[src/rtl/io_remap_pkg.sv]
package io_remap_pkg;

  typedef enum logic [1:0] {
    SZ_BYTE = 2'b00,
    SZ_HALF = 2'b01,
    SZ_WORD = 2'b10,
    SZ_RSVD = 2'b11
  } accSize_e;

  // Strobes from control to datapath for the current cycle
  typedef struct packed {
    logic       hit;     // access falls in the window
    logic       write;
    logic [1:0] size;
    logic       sparse;  // mode held before any same-cycle config write
  } remapStrb_t;

  // Byte-lane adjustment for a big-endian master
  function automatic logic [31:0] laneSwap(input logic [31:0] d, input logic [1:0] sz);
    logic [31:0] r;
    case (sz)
      SZ_HALF: r = {16'h0000, d[7:0], d[15:8]};
      SZ_WORD: r = {d[7:0], d[15:8], d[23:16], d[31:24]};
      default: r = d;
    endcase
    return r;
  endfunction

endpackage

[src/rtl/io_remap_ctrl.sv]
module io_remap_ctrl
  import io_remap_pkg::*;
#(
  parameter int ADDR_W = 32,
  parameter int APERTURE_BITS = 23,
  parameter logic [ADDR_W-1:0] APERTURE_BASE = 32'h8000_0000
) (
  input  logic              clk,
  input  logic              rstN,
  input  logic              reqValid,
  input  logic              reqWrite,
  input  logic [ADDR_W-1:0] reqAddr,
  input  logic [1:0]        reqSize,
  input  logic              cfgWe,
  input  logic [7:0]        cfgWdata,
  output logic [7:0]        cfgRdata,
  output remapStrb_t        strb
);
  localparam int TAG_W = ADDR_W - APERTURE_BITS;
  localparam logic [TAG_W-1:0] WIN_TAG = APERTURE_BASE[ADDR_W-1:APERTURE_BITS];

  logic mapSparse;

  always_ff @(posedge clk or negedge rstN) begin
    if (!rstN)      mapSparse <= 1'b0;
    else if (cfgWe) mapSparse <= cfgWdata[0];
  end

  assign cfgRdata = {7'b0, mapSparse};

  always_comb begin
    strb.hit    = reqValid && (reqAddr[ADDR_W-1:APERTURE_BITS] == WIN_TAG);
    strb.write  = reqWrite;
    strb.size   = reqSize;
    strb.sparse = mapSparse;
  end

  // mode register moves only on a configuration write
  p_mode_hold_r4: assert property (@(posedge clk) disable iff (!rstN)
    !$past(cfgWe) |-> $stable(cfgRdata));

  // after a write the readback reflects bit 0 of the written value
  p_mode_load_r4: assert property (@(posedge clk) disable iff (!rstN)
    $past(cfgWe) |-> cfgRdata == {7'b0, $past(cfgWdata[0])});

endmodule

[src/rtl/io_remap_datapath.sv]
module io_remap_datapath
  import io_remap_pkg::*;
#(
  parameter int ADDR_W = 32,
  parameter int PORT_W = 16,
  parameter int APERTURE_BITS = 23,
  parameter int PAGE_SHIFT = 12,
  parameter logic [ADDR_W-1:0] APERTURE_BASE = 32'h8000_0000,
  parameter bit BIG_ENDIAN = 1'b1
) (
  input  logic              clk,
  input  logic              rstN,
  input  remapStrb_t        strb,
  input  logic [ADDR_W-1:0] reqAddr,
  input  logic [31:0]       reqWdata,
  input  logic [31:0]       isaRdata,
  output logic [31:0]       reqRdata,
  output logic              portValid,
  output logic              portWrite,
  output logic [PORT_W-1:0] portAddr,
  output logic [1:0]        portSize,
  output logic [31:0]       portWdata
);
  localparam int HI_W  = APERTURE_BITS - PAGE_SHIFT;   // page-number bits kept
  localparam int LOW_W = PORT_W - HI_W;                // ports per page (log2)
  localparam int TAG_W = ADDR_W - APERTURE_BITS;
  localparam logic [TAG_W-1:0] WIN_TAG = APERTURE_BASE[ADDR_W-1:APERTURE_BITS];

  logic [APERTURE_BITS-1:0] offset;
  logic [PORT_W-1:0]        densePort, sparsePort, nextPort;
  logic [31:0]              nextWdata;

  assign offset     = reqAddr[APERTURE_BITS-1:0];
  assign densePort  = offset[PORT_W-1:0];
  assign sparsePort = {offset[APERTURE_BITS-1:PAGE_SHIFT], offset[LOW_W-1:0]};
  assign nextPort   = strb.sparse ? sparsePort : densePort;

  generate
    if (BIG_ENDIAN) begin : g_swap
      assign nextWdata = laneSwap(reqWdata, strb.size);
      assign reqRdata  = laneSwap(isaRdata, portSize);
    end else begin : g_pass
      assign nextWdata = reqWdata;
      assign reqRdata  = isaRdata;
    end
  endgenerate

  always_ff @(posedge clk or negedge rstN) begin
    if (!rstN) begin
      portValid <= 1'b0;
      portWrite <= 1'b0;
      portAddr  <= '0;
      portSize  <= 2'b00;
      portWdata <= '0;
    end else begin
      portValid <= strb.hit;
      if (strb.hit) begin
        portWrite <= strb.write;
        portAddr  <= nextPort;
        portSize  <= strb.size;
        portWdata <= nextWdata;
      end
    end
  end

  // a strobe follows a request at the previous edge
  p_one_cycle_r10: assert property (@(posedge clk) disable iff (!rstN)
    portValid |-> $past(strb.hit));

  // only window addresses reach the port bus
  p_in_window_r5: assert property (@(posedge clk) disable iff (!rstN)
    portValid |-> $past(reqAddr[ADDR_W-1:APERTURE_BITS]) == WIN_TAG);

  // byte writes leave the data lanes untouched
  p_byte_noswap_r8: assert property (@(posedge clk) disable iff (!rstN)
    (portValid && portWrite && portSize == SZ_BYTE) |-> portWdata == $past(reqWdata));

  // low port bits always come from the low offset bits
  p_low_bits_r3: assert property (@(posedge clk) disable iff (!rstN)
    portValid |-> portAddr[LOW_W-1:0] == $past(reqAddr[LOW_W-1:0]));

endmodule

[src/rtl/io_window_remap.sv]
module io_window_remap
  import io_remap_pkg::*;
#(
  parameter int ADDR_W = 32,
  parameter int PORT_W = 16,
  parameter int APERTURE_BITS = 23,
  parameter int PAGE_SHIFT = 12,
  parameter logic [ADDR_W-1:0] APERTURE_BASE = 32'h8000_0000,
  parameter bit BIG_ENDIAN = 1'b1
) (
  input  logic              clk,
  input  logic              rstN,
  input  logic              reqValid,
  input  logic              reqWrite,
  input  logic [ADDR_W-1:0] reqAddr,
  input  logic [1:0]        reqSize,
  input  logic [31:0]       reqWdata,
  output logic [31:0]       reqRdata,
  input  logic              cfgWe,
  input  logic [7:0]        cfgWdata,
  output logic [7:0]        cfgRdata,
  output logic              portValid,
  output logic              portWrite,
  output logic [PORT_W-1:0] portAddr,
  output logic [1:0]        portSize,
  output logic [31:0]       portWdata,
  input  logic [31:0]       isaRdata
);
  remapStrb_t strb;

  io_remap_ctrl #(
    .ADDR_W(ADDR_W), .APERTURE_BITS(APERTURE_BITS), .APERTURE_BASE(APERTURE_BASE)
  ) u_ctrl (
    .clk(clk), .rstN(rstN), .reqValid(reqValid), .reqWrite(reqWrite),
    .reqAddr(reqAddr), .reqSize(reqSize), .cfgWe(cfgWe), .cfgWdata(cfgWdata),
    .cfgRdata(cfgRdata), .strb(strb)
  );

  io_remap_datapath #(
    .ADDR_W(ADDR_W), .PORT_W(PORT_W), .APERTURE_BITS(APERTURE_BITS),
    .PAGE_SHIFT(PAGE_SHIFT), .APERTURE_BASE(APERTURE_BASE), .BIG_ENDIAN(BIG_ENDIAN)
  ) u_dp (
    .clk(clk), .rstN(rstN), .strb(strb), .reqAddr(reqAddr), .reqWdata(reqWdata),
    .isaRdata(isaRdata), .reqRdata(reqRdata), .portValid(portValid),
    .portWrite(portWrite), .portAddr(portAddr), .portSize(portSize),
    .portWdata(portWdata)
  );

endmodule

[config.mk]
export PLATFORM = sky130hd
export DESIGN_NAME = io_window_remap
export DESIGN_NICKNAME = d
export VERILOG_FILES = /design/src/rtl/io_remap_pkg.sv /design/src/rtl/io_remap_ctrl.sv /design/src/rtl/io_remap_datapath.sv /design/src/rtl/io_window_remap.sv
export SDC_FILE = /design/constraint.sdc
export NUM_CORES = 1
export LEC_CHECK = 0
export BUFFER_PORTS_ARGS = -buffer_cell sky130_fd_sc_hd__buf_2
export CORE_ASPECT_RATIO = 1.1
export CORE_MARGIN = 4
export CORE_UTILIZATION = 44
export DETAILED_ROUTE_END_ITERATION = 8
export HOLD_SLACK_MARGIN = 0.05
export PLACE_DENSITY = 0.81
export SETUP_SLACK_MARGIN = 0.4
export SYNTH_ARGS = -nofsm -noshare
export SYNTH_HDL_FRONTEND = slang
export SYNTH_SLANG_ARGS = --single-unit
[constraint.sdc]
create_clock -name clk -period 2.6 [get_ports clk]
set_clock_uncertainty 0.15 [all_clocks]
set_input_delay 0.78 -clock clk [delete_from_list [all_inputs] [get_ports clk]]
set_output_delay 0.78 -clock clk [all_outputs]
set_load 0.05 [all_outputs]
==> flow_metrics.env, run 1 <==
export IMPL_status="complete, but fails checks"
export IMPL_violations="setup timing"
export IMPL_antenna_found_initial=0
export IMPL_syn2layout_area_growth_pct=63.33
export IMPL_path_clk_slew_ns=0.10
export IMPL_grt_max_degree=50
export IMPL_dpl_hpwl_um=7917
export IMPL_rsz0062_at_grt="true"
export IMPL_die_h_um=100.3
export IMPL_place_ws_ns=0.06082
export IMPL_wl_met2_um=6020
export IMPL_pwr_density_cell_nw_per_um2=387.2
export IMPL_post_drt_wl_per_cell_um=18.26
export IMPL_io_pins=203
export IMPL_fmax_ghz=0.3732
export IMPL_die_area_um2=9220
export IMPL_critPathKind="reg -> out"
export IMPL_finalSetupViolations=20
export IMPL_finalWorstSetupSlack_ns=-0.07957
export IMPL_htreeDepth=2
export IMPL_total_power_mw=2.155
export IMPL_vdd_ir_drop_worst_mv=0.3381
export IMPL_final_hold_viol_count=0
export IMPL_cts_root_buf="clkbuf_8"
export IMPL_grt_usage=0.2302
export IMPL_clock_latency_ns=0.30
export IMPL_critPathMaxFanout=6
export IMPL_initial_core_util=0.4535
export IMPL_vias=3418
export IMPL_fin_crit_ns=2.680
export IMPL_finalWeightedCongestion=0.8017
export IMPL_avgViaCountPerCell=5.417
export IMPL_fin_crit_sh=1.031
export IMPL_drt_wl_total_um=11520
export IMPL_syn_area_um2=3408
export IMPL_dr_pass1_iters=7
export IMPL_slew_viol_final=0
export IMPL_core_um2=7515
export IMPL_synthCells=328
export IMPL_cp_arrival_ns=1.75
export IMPL_place_port_buffers=188
export IMPL_worst_pin_slew_ns=0.6306
export IMPL_synth_seq_cells=53
export IMPL_yosys_warnings=0
export IMPL_hold_path_class="in -> async"
export IMPL_slew_headroom=0.5796
export IMPL_grt_pass1_wl_um=17130
export IMPL_ant_nets=0
export IMPL_drive_gt1_frac=0.6768
export IMPL_wl_met1_um=4203
export IMPL_synth_area_per_cell_um2=10.39
export IMPL_nets=640
export IMPL_critPathLaunchType="flip-flop"
export IMPL_cts_hold_buf=0
export IMPL_clock_sinks=53
export IMPL_drt_iter0_drc=76
export IMPL_yosysSeqAreaShare=0.3891
export IMPL_top_layer="met4"
export IMPL_leakage_nw=2.909
export IMPL_wl_met3_um=987
export IMPL_grt_pass1_vias=3412
export IMPL_synth_cell_type_count=19
export IMPL_cp_end_kind="primary output"
export IMPL_drc=0
export IMPL_cp_required_ns=1.67
export IMPL_clockBufferDepth=2
export IMPL_maxCapViolCount=0
export IMPL_overflow=0
export IMPL_cts_tree="built"
export IMPL_n_antenna_cell=0
export IMPL_row_count=33
export IMPL_die_width_um=91.92
export IMPL_cts_buffers=5
## cells in the final DEF, fill, tap and decap left out, types with 4 or more instances in the layout
cell,count
dfrtp_1,50
clkbuf_8,7
mux2_2,14
nand2_2,5
buf_6,38
o21ai_4,32
nand2_1,58
buf_8,6
buf_2,156
a22oi_2,15
o21ai_0,17
buf_4,11
conb_1,7
buf_12,4
mux2_4,47
a22oi_1,17
a22o_1,15
## path summary, 6_finish.rpt
path                                    start                 end  slack [ns]  cells past startpoint
setup reg to reg             u_ctrl.mapSparse   u_dp.portAddr[11]        1.16                      2
min in group clk           u_dp.portWdata[22]  u_dp.portWdata[22]        0.36                      1
max in group asynchronous                rstN    u_dp.portSize[1]        1.41                      2
hold reg to reg            u_dp.portWdata[22]  u_dp.portWdata[22]        0.36                      1
hold / removal                           rstN    u_dp.portAddr[3]        0.24                      1
setup / recovery             u_dp.portSize[1]         reqRdata[5]       -0.08                      6
## registers in the layout (all words and copies together), names as in the netlist
| register | cells |
|---|---|
| u_dp.portValid | 1 |
| u_dp.portAddr | 16 |
| u_ctrl.mapSparse | 1 |
| u_dp.portWrite | 1 |
| u_dp.portSize | 2 |
| u_dp.portWdata | 32 |
## synth_stat cells
library cell,count,area [um2]
a22o_1,15,131.4
a22oi_1,32,240.2
and2b_1,1,7.510
buf_2,4,20.02
buf_4,8,60.06
buf_6,5,56.30
clkbuf_1,19,71.32
conb_1,1,3.750
dfrtp_1,53,1326
ha_1,4,50.05
inv_1,5,18.77
mux2_2,14,157.7
mux2_4,47,705.7
mux2i_1,2,20.02
nand2_1,66,247.7
nand4_4,1,21.27
nor4_2,2,25.02
o21ai_0,43,215.2
o21ai_1,6,30.03
## layer usage
metal  track usage  vias to the layer above
met3       0.04873                       23
met1        0.2677                     1665
met2        0.4292                      173
li1              -                     1557
met4       0.05943                        0
met5             0                        -
## what timing repair did
action / CTS / global route
hold endpoints to repair: 0 / 0
gates resized for setup: 81 / 25
endpoints found under the setup margin: 33 / 32
pin swaps: 1 / 8
buffers inserted: 8 / 5
cloned: 2 / 2
## stage by stage
stage                       util  setup TNS, ns  instances  hold slack [ns]  cell area [um2]
final                     0.7408        -0.7236        631           0.2408             5567
after global routing      0.7408         -2.045        631           0.2563             5567
after CTS                 0.7179        -0.2426        624           0.2399             5395
after detailed placement  0.6517              0        606           0.3389             4897
after global placement    0.6517              0        606           0.3378             4897
after floorplan                -              0        334           0.3344             4003
## layout make-up
class | count | area, um2
well taps | 105 | 131.4
inverters | 5 | 18.77
repair buffers | 220 | 1594
clock buffers | 7 | 96.34
multi-input cells | 240 | 2387
clock inverters | 1 | 8.758
fillers | 530 | 1948
flip-flops and latches | 53 | 1330
## worst max-delay path, cell delays in order (launching register included)
cell and delay [ns]:
dfrtp_2 0.45, ha_4 0.28, buf_6 0.13, buf_16 0.13, buf_8 0.13, o21ai_4 0.17
buf_8 0.17
## where the power goes
group / total (mW) / switching, mW / internal (mW)
logic: 0.775 / 0.466 / 0.309
registers: 0.862 / 0.0175 / 0.844
clock network: 0.519 / 0.273 / 0.246
## cells by family (layout without fill, tap and decap cells)
family	after synthesis	count (layout)	synth area share
adders and majority gates	4	4	0.01468
other	1	7	0.001100
and+or+nand+nor	70	70	0.08847
DFF	53	53	0.3891
muxes	63	63	0.2592
AOI/OAI and AO/OA	96	96	0.1810
buffers and inverters	41	233	0.06645
Power figures use the tool's default switching activity.
==> run 2: changes to the inputs <==
PLACE_DENSITY = 0.88   (was 0.81)
==> run 2 against run 1 <==
Compared with the run above:
- the run now ends clean
- critical path type unchanged
- first-iteration DRC count up 7.9%
- largest power group unchanged
- fmax up 3.1%
- sequential share of layout area up 0.42 points
- critical endpoint is now reqRdata[27]
- die area unchanged
==> flow_metrics.env, run 2 (synthesis results as in run 1) <==
export IMPL_drive_gt1_frac=0.6769
export IMPL_cp_arrival_ns=1.67
export IMPL_overflow=0
export IMPL_clock_sinks=53
export IMPL_layout_common_cells="buf_2, nand2_1, dfrtp_1"
export IMPL_slew_viol_final=0
export IMPL_avgViaCountPerCell=5.440
export IMPL_multi_input_area_um2=2372
export IMPL_grt_max_degree=53
export IMPL_finalSetupViolations=0
export IMPL_final_cells=625
export IMPL_fin_util=0.7279
export IMPL_largest_reg_flops=32
export IMPL_nets=634
export IMPL_hold_path_class="in -> async"
export IMPL_io_pins=203
export IMPL_path_clk_slew_ns=0.11
export IMPL_core_um2=7515
export IMPL_critPathMaxFanout=15
export IMPL_cts_buffers=5
export IMPL_die_h_um=100.3
export IMPL_leakage_nw=2.863
export IMPL_ant_nets=0
export IMPL_syn2layout_area_growth_pct=60.50
export IMPL_dr_pass1_iters=4
export IMPL_drc=0
export IMPL_maxCapViolCount=0
export IMPL_rrSetupSlack_ns=1.14
export IMPL_drt_iter0_drc=82
export IMPL_htreeDepth=2
export IMPL_grt_pass1_wl_um=17560
export IMPL_status="complete, no violations"
export IMPL_fmax_ghz=0.3848
export IMPL_die_area_um2=9220
export IMPL_final_hold_viol_count=0
export IMPL_clockBufferDepth=2
export IMPL_initial_core_util=0.4535
export IMPL_vias=3400
export IMPL_placedCellCount=608
export IMPL_critPathLaunchType="flip-flop"
export IMPL_regArea_um2=1330
export IMPL_row_count=33
export IMPL_grt_usage=0.2387
export IMPL_n_antenna_cell=0
export IMPL_grt_pass1_vias=3476
export IMPL_dpl_hpwl_um=8165
export IMPL_cp_end_kind="primary output"
export IMPL_largest_register="u_dp.portWdata"
export IMPL_fin_crit_sh=0.9995
export IMPL_final_common_cell="buf_2"
export IMPL_place_port_buffers=188
export IMPL_fillerInstances=495
export IMPL_fin_crit_ns=2.599
export IMPL_rsz0062_at_grt="true"
export IMPL_vdd_ir_drop_worst_mv=0.2775
export IMPL_critPathKind="reg -> out"
export IMPL_drt_wl_total_um=11420
export IMPL_cts_tree="built"
export IMPL_cts_root_buf="clkbuf_8"
export IMPL_post_drt_wl_per_cell_um=18.28
export IMPL_fin_tns_setup_ns=0
export IMPL_top_regs="u_dp.portWdata: 32 flops, u_dp.portAddr: 16 flops, u_dp.portSize: 2 flops"
export IMPL_finalWeightedCongestion=0.7727
export IMPL_antenna_found_initial=0
export IMPL_clock_latency_ns=0.30
export IMPL_pwr_density_cell_nw_per_um2=400.0
export IMPL_cp_required_ns=1.67
export IMPL_die_width_um=91.92
==> run 2: routing by layer <==
layer | GRT usage | up-vias | part of all wire
li1 | - | 1538 | -
met5 | 0 | - | 0
met4 | 0.1177 | 0 | 0.049
met3 | 0.05997 | 35 | 0.085
met2 | 0.4343 | 201 | 0.51
met1 | 0.2573 | 1626 | 0.35
==> run 2: final cells by class <==
class                   count  area share
clock buffers               5     0.01258
clock inverters             3    0.008005
inverters                   5    0.003431
multi-input cells         240      0.4337
flip-flops and latches     53      0.2431
well taps                 105     0.02402
repair buffers            214      0.2752
==> run 2: worst paths after layout <==
check,from,end,cells after the start
setup / recovery,u_dp.portSize[1],reqRdata[27],5
hold / removal,rstN,u_dp.portAddr[0],1
setup reg to reg,u_ctrl.mapSparse,u_dp.portAddr[11],2
hold reg to reg,u_dp.portWrite,u_dp.portWrite,1
max in group asynchronous,rstN,u_dp.portSize[0],2
min in group clk,u_dp.portWrite,u_dp.portWrite,1
==> run 2: critical path, stage by stage (launching register included) <==
cell and delay, ns:
dfrtp_2 0.45, ha_4 0.31, buf_12 0.17, buf_6 0.13
o21ai_4 0.15, buf_8 0.16
==> run 2: stage by stage <==
stage	area (um2)	total power, mW	hold WS, ns	setup slack [ns]
after floorplan	4003	1.351	0.3344	0.1678
after global placement	4925	1.529	0.3384	0.2017
after detailed placement	4925	1.551	0.3375	0.1843
after CTS	5378	2.176	0.1786	-0.01723
after global routing	5470	2.281	0.1833	-0.05618
final	5470	2.188	0.1821	0.001344
==> run 2: report_power, final <==
| group | internal [mW] | switching (mW) |
|---|---|---|
| sequential | 0.844 | 0.0185 |
| clock | 0.289 | 0.282 |
| combinational | 0.296 | 0.459 |
==> run 2: repair_timing <==
item / 4_1_cts / 5_1_grt
setup endpoints to repair: 33 / 33
pin swaps: 6 / 3
resized for setup: 85 / 17
setup buffers: 7 / 1
hold buffers: 0 / 0
cloned: 0 / 1
